<file path="config.mk">
export PLATFORM = sky130hd
export DESIGN_NAME = pin_change_irq
export DESIGN_NICKNAME = d
export VERILOG_FILES = /design/src/rtl/pci_pkg.sv /design/src/rtl/pci_port_watch.sv /design/src/rtl/pci_irq_merge.sv /design/src/rtl/pin_change_irq.sv
export SDC_FILE = /design/constraint.sdc
export NUM_CORES = 1
export LEC_CHECK = 0
export BUFFER_PORTS_ARGS = -buffer_cell sky130_fd_sc_hd__buf_2
export CORE_AREA = 2 2 39 41
export DETAILED_ROUTE_END_ITERATION = 8
export DIE_AREA = 0 0 41 43
export PLACE_DENSITY = 0.74
export RECOVER_POWER = 50
export SETUP_SLACK_MARGIN = 0.02
export SLEW_MARGIN = 20
export SYNTH_ARGS = -nofsm -noshare
export SYNTH_HDL_FRONTEND = slang
export SYNTH_SLANG_ARGS = --single-unit
</file>
<file path="constraint.sdc">
create_clock -name clk -period 0.84 [get_ports clk]
set_input_delay 0.042 -clock clk [delete_from_list [all_inputs] [get_ports clk]]
set_output_delay 0.042 -clock clk [all_outputs]
set_load 0.01 [all_outputs]
</file>
<file path="src/rtl/pci_pkg.sv">
package pci_pkg;
  localparam int DEF_PORT_W    = 8;
  localparam int DEF_NUM_PORTS = 2;
endpackage

</file>
<file path="src/rtl/pci_port_watch.sv">
module pci_port_watch #(
  parameter int PORT_W = pci_pkg::DEF_PORT_W
) (
  input  logic              clk,
  input  logic              rst_n,
  input  logic [PORT_W-1:0] lvl,
  input  logic [PORT_W-1:0] is_in,
  input  logic [PORT_W-1:0] snap,
  input  logic              rd,
  output logic              diff_any,
  output logic              pend_d,
  output logic              pend_q
);
  function automatic logic [PORT_W-1:0] watched_diff(
    input logic [PORT_W-1:0] l, input logic [PORT_W-1:0] d,
    input logic [PORT_W-1:0] s);
    return (l ^ s) & d;
  endfunction

  logic [PORT_W-1:0] diff_bits;

  always_comb begin
    diff_bits = watched_diff(lvl, is_in, snap);
    diff_any  = |diff_bits;
    pend_d    = diff_any & ~rd;
  end

  always_ff @(posedge clk or negedge rst_n) begin
    if (!rst_n) pend_q <= 1'b0;
    else        pend_q <= pend_d;
  end
endmodule

</file>
<file path="src/rtl/pci_irq_merge.sv">
module pci_irq_merge #(
  parameter int NUM_PORTS = pci_pkg::DEF_NUM_PORTS
) (
  input  logic                 clk,
  input  logic                 rst_n,
  input  logic [NUM_PORTS-1:0] pend_d,
  output logic                 irq_n
);
  always_ff @(posedge clk or negedge rst_n) begin
    if (!rst_n) irq_n <= 1'b1;
    else        irq_n <= ~(|pend_d);
  end
endmodule

</file>
<file path="src/rtl/pin_change_irq.sv">
module pin_change_irq #(
  parameter int PORT_W    = pci_pkg::DEF_PORT_W,
  parameter int NUM_PORTS = pci_pkg::DEF_NUM_PORTS
) (
  input  logic                        clk,
  input  logic                        rst_n,
  input  logic [NUM_PORTS*PORT_W-1:0] pin_lvl,
  input  logic [NUM_PORTS*PORT_W-1:0] pin_is_in,
  input  logic [NUM_PORTS*PORT_W-1:0] cap_val,
  input  logic [NUM_PORTS-1:0]        port_rd,
  output logic                        irq_n
);
  logic [NUM_PORTS-1:0] diff_any;
  logic [NUM_PORTS-1:0] pend_d;
  logic [NUM_PORTS-1:0] pend_q;

  for (genvar p = 0; p < NUM_PORTS; p++) begin : g_port
    pci_port_watch #(.PORT_W(PORT_W)) u_watch (
      .clk      (clk),
      .rst_n    (rst_n),
      .lvl      (pin_lvl[p*PORT_W +: PORT_W]),
      .is_in    (pin_is_in[p*PORT_W +: PORT_W]),
      .snap     (cap_val[p*PORT_W +: PORT_W]),
      .rd       (port_rd[p]),
      .diff_any (diff_any[p]),
      .pend_d   (pend_d[p]),
      .pend_q   (pend_q[p])
    );
  end

  pci_irq_merge #(.NUM_PORTS(NUM_PORTS)) u_merge (
    .clk    (clk),
    .rst_n  (rst_n),
    .pend_d (pend_d),
    .irq_n  (irq_n)
  );
endmodule

</file>
Word level (Yosys, flattened, before mapping)
Index checks and enable logic that the tools add are counted.
{"block": "op_classes", "bitwise": 9, "n_reduce_logical": 3}
{"cell": "bitwise AND 8 bit", "count": 2}
{"cell": "OR reduction 8 bit", "count": 2}
{"cell": "XOR 8 bit", "count": 2}
{"cell": "inverter 1 bit", "count": 3}
{"cell": "bitwise AND 1 bit", "count": 2}
{"cell": "OR reduction 2 bit", "count": 1}
{"block": "totals", "reg_bits": 1, "out_inout_bits": 1, "wordCells": 13}

Logic depth before layout (Yosys ltp)
{"block": "depth", "word_depth": 6, "ltp_mapped": 4, "ltp_nobuf": 4}

Modules after synthesis
A second synthesis with hierarchy kept.
{"block": "unflattened", "hier_cells": 32, "area_unflattened_um2": 310.3}
{"mod": "pci_port_watch", "instances": 2, "area_each_um2": 140.1, "cells_per_inst": 15}
{"mod": "pci_irq_merge", "instances": 1, "area_each_um2": 30.0, "cells_per_inst": 2}

Worst setup path before layout
No wires, ideal clock.
{"block": "synth_timing", "kind": "input to register", "startpoint": "in cap_val[1]", "endpoint": "reg u_merge.irq_n", "stages": 4, "setup_ns": 0.068, "setup_slack_ns": 0.199, "path_buffers": 0, "t_arrival_ns": 0.573, "path_cell_list": "xor2_1 > a22oi_1 > a41oi_1 > nor2_1"}
{"block": "synth_between", "elab_chain_len": 6}
{"item": "start: declaration", "line_no": "pin_change_irq.sv:9", "rtl": "input logic [NUM_PORTS*PORT_W-1:0] cap_val,"}
{"item": "XOR 8 bit", "line_no": "pci_port_watch.sv:17", "rtl": "return (l ^ s) & d;"}
{"item": "bitwise AND 8 bit", "line_no": "pci_port_watch.sv:17"}
{"item": "OR reduction 8 bit", "line_no": "pci_port_watch.sv:24", "rtl": "diff_any = |diff_bits;"}
{"item": "bitwise AND 1 bit", "line_no": "pci_port_watch.sv:25", "rtl": "pend_d = diff_any & ~rd;"}
{"item": "OR reduction 2 bit", "line_no": "pci_irq_merge.sv:11", "rtl": "else irq_n <= ~(|pend_d);"}
{"item": "inverter 1 bit", "line_no": "pci_irq_merge.sv:11"}
{"item": "end signal: assignment", "line_no": "pci_irq_merge.sv:11"}
{"item": "end: declaration", "line_no": "pci_irq_merge.sv:7", "rtl": "output logic irq_n"}
Every way passes these cells.

Worst setup path in the final report
{"block": "layout_timing", "startpoint": "in cap_val[5]", "endpoint": "reg u_merge.irq_n"}
The elaborated chain is that of the path after synthesis.

==> impl_metrics.py <==
metrics = {
    "place": {
        "gp_congestion": 0.611,
        "io_buffer_count": 52,
        "placed_cells": 96,
        "dp_hpwl_um": 857,
    },
    "outcome": {
        "outcome": "complete, no violations",
    },
    "detailed_routing": {
        "route.met3.wl_um": 77,
        "wl_um": 944,
        "route.met2.wl_um": 561,
        "vias": 411,
        "dr.pass1.iters": 4,
        "drt_iter0_markers": 3,
        "drc": 0,
        "post_drt_via_cell_ratio": 4.24,
        "routed.top_layer": "met3",
        "wire_per_inst_um": 9.73,
        "drt-met1-wl_um": 304,
        "ant_nets": 0,
    },
    "logic_synthesis": {
        "syn-instance-count": 28,
        "syn-num-nets": 80,
        "ys_types": 6,
        "post_synth.cell_area_avg_sq_um": 9.03,
        "synth_seq_cells": 1,
        "syn_area_sq_um": 253,
        "ys_seq_area_share_pct": 10.4,
        "yosysWarnings": 0,
    },
    "worst_hold_path": {
        "hold_start": "port_rd[1]",
        "hp-class": "primary input to flip-flop",
    },
    "floorplan": {
        "io-pin-count": 53,
        "die_x_um": 41,
        "dieArea_sq_um": 1760,
        "initial_utilization_pct": 18.3,
        "die_y_um": 43,
        "rows": 14,
        "core_area_sq_um": 1380,
    },
    "sta": {
        "max_freq_ghz": 1.25,
        "tns_ns": 0,
        "finalMaxSlewViolations": 0,
        "finalHoldViolations": 0,
        "slew_headroom_pct": 86.7,
        "fin_crit_ns": 0.799,
        "fin_crit_sh_pct": 95.2,
        "finalSetupViolations": 0,
        "worstMarginPinSlew_ns": 0.199,
        "whs_ns": 0.281,
        "grt_setup_unrepaired": "yes",
    },
    "critical_path": {
        "crit_path_max_fanout": 1,
        "crit_path_start": "cap_val[5]",
        "cp-end-kind": "flip-flop",
        "cp_slowest_cell": "a22oi_1",
        "cpPeakStageDelay_ns": 0.19,
        "setup.worst_path.start_class": "primary input",
        "worstPathRequired_ns": 0.77,
        "crit_arrival_ns": 0.73,
        "critPathKind": "primary input to flip-flop",
        "cp_cell_sequence": "buf_2 > xor2_1 > a22oi_1 > a41oi_1 > nor2_1",
    },
    "global_routing": {
        "grt_pass1_vias": 400,
        "grt_max_degree": 2,
        "grt.total_usage_pct": 10.6,
        "antenna_found_initial": 0,
        "grt_pass1_wl_mm": 1.41,
        "overflow": 0,
    },
    "power": {
        "switchingPower_uw": 98.3,
        "clockPowerShare_pct": 0,
        "power.share.sequential_pct": 18.2,
        "max-vdd-ir-drop_v": 0.000166,
        "swShare_pct": 30.8,
        "power_density_nw_per_um2": 546,
        "comb_power_share_pct": 81.8,
        "internal-power_uw": 221,
        "p_leak_nw": 0.323,
    },
    "final_layout": {
        "nets": 135,
        "drive_gt1_share_pct": 70.4,
        "largest_reg_flops": 1,
        "areaGrowthSynthToFinish_pct": 132,
        "fin_util_pct": 42.3,
        "nFillCells": 154,
        "stdcell_count": 97,
        "antennaDiodeCount": 0,
        "reg_top3": "u_merge.irq_n x1",
        "top_register": "u_merge.irq_n",
    },
    "clock_network": {
        "path_clk_slew_ns": 0,
        "cts_setup_buffers": 0,
    },
    "job": {
        "cap_violations": 0,
    },
}
==> metal layers <==
metal  vias up  GRT usage [%]
met2        20           20.9
met4         0              0
met5         -              0
li1        212              -
met1       179           12.4
met3         0              0
==> kinds of logic after synthesis <==
family	count (synthesis)	synth area share, %
XOR/XNOR	16	55.4
AO/OA/AOI/OAI	10	32.7
AND/OR/NAND/NOR	1	1.48
flip-flops	1	10.4
==> power groups by stage <==
stage | Combinational (mW) | Sequential, mW | Clock [mW]
6_report | 0.261 | 0.0582 | 0
5_1_grt | 0.291 | 0.0582 | 0
4_1_cts | 0.248 | 0.0578 | 0
3_5_place_dp | 0.235 | 0.0578 | 0
3_3_place_gp | 0.229 | 0.0577 | 0
2_1_floorplan | 0.0881 | 0.0607 | 0
==> cells in the final DEF, fill, tap and decap left out, drive strengths merged <==
master / instances
a22oi: 8
a41oi: 2
buf: 52
dfstp: 1
dlygate4sd3: 1
nor2: 1
xor2: 16
==> cell usage after synthesis <==
cell type	number	area [sq um]
a22oi_2	1	12.5
a22oi_1	7	52.6
dfstp_2	1	26.3
xor2_1	16	140
a41oi_1	2	17.5
nor2_1	1	3.75
==> worst max-delay path: cells and delay by family <==
family / cells / cell delay [ns]
simple gates: 1 / 0.12
xor+xnor: 1 / 0.15
buf+inv: 1 / 0.10
compound gates: 2 / 0.32
==> worst paths after layout <==
kind	endpoint	depth (start not counted)	slack (ns)
worst max-delay path	u_merge.irq_n	5	0.04
worst min-delay path	u_merge.irq_n	3	0.28
max in group asynchronous	u_merge.irq_n	2	0.31
min in group asynchronous	u_merge.irq_n	2	0.51
==> area by class of cell <==
cell class                      instances  area [sq um]  area share (%)
Multi-Input combinational cell         27           244            41.7
Sequential cell                         1          26.3            4.49
Tap cell                               16          20.0            3.42
Timing Repair Buffer                   53           295            50.4
==> through the flow <==
| step | setup WS, ns | area [sq um] | total power [mW] |
|---|---|---|---|
| finish | 0.0407 | 586 | 0.320 |
| global route | -0.0333 | 586 | 0.349 |
| CTS | 0.0106 | 562 | 0.306 |
| detailed placement | 0.00216 | 533 | 0.293 |
| global placement | 0.00472 | 533 | 0.287 |
| floorplan | 0.199 | 253 | 0.149 |
==> what timing repair did <==
| item | in CTS | in global routing |
|---|---|---|
| gates resized for setup | 3 | 4 |
| endpoints found under the setup margin | 1 | 1 |
| pin swaps | 8 | 6 |
| hold endpoints to repair | 1 | 0 |
| hold buffers | 1 | 0 |
Power figures use the tool's default switching activity.
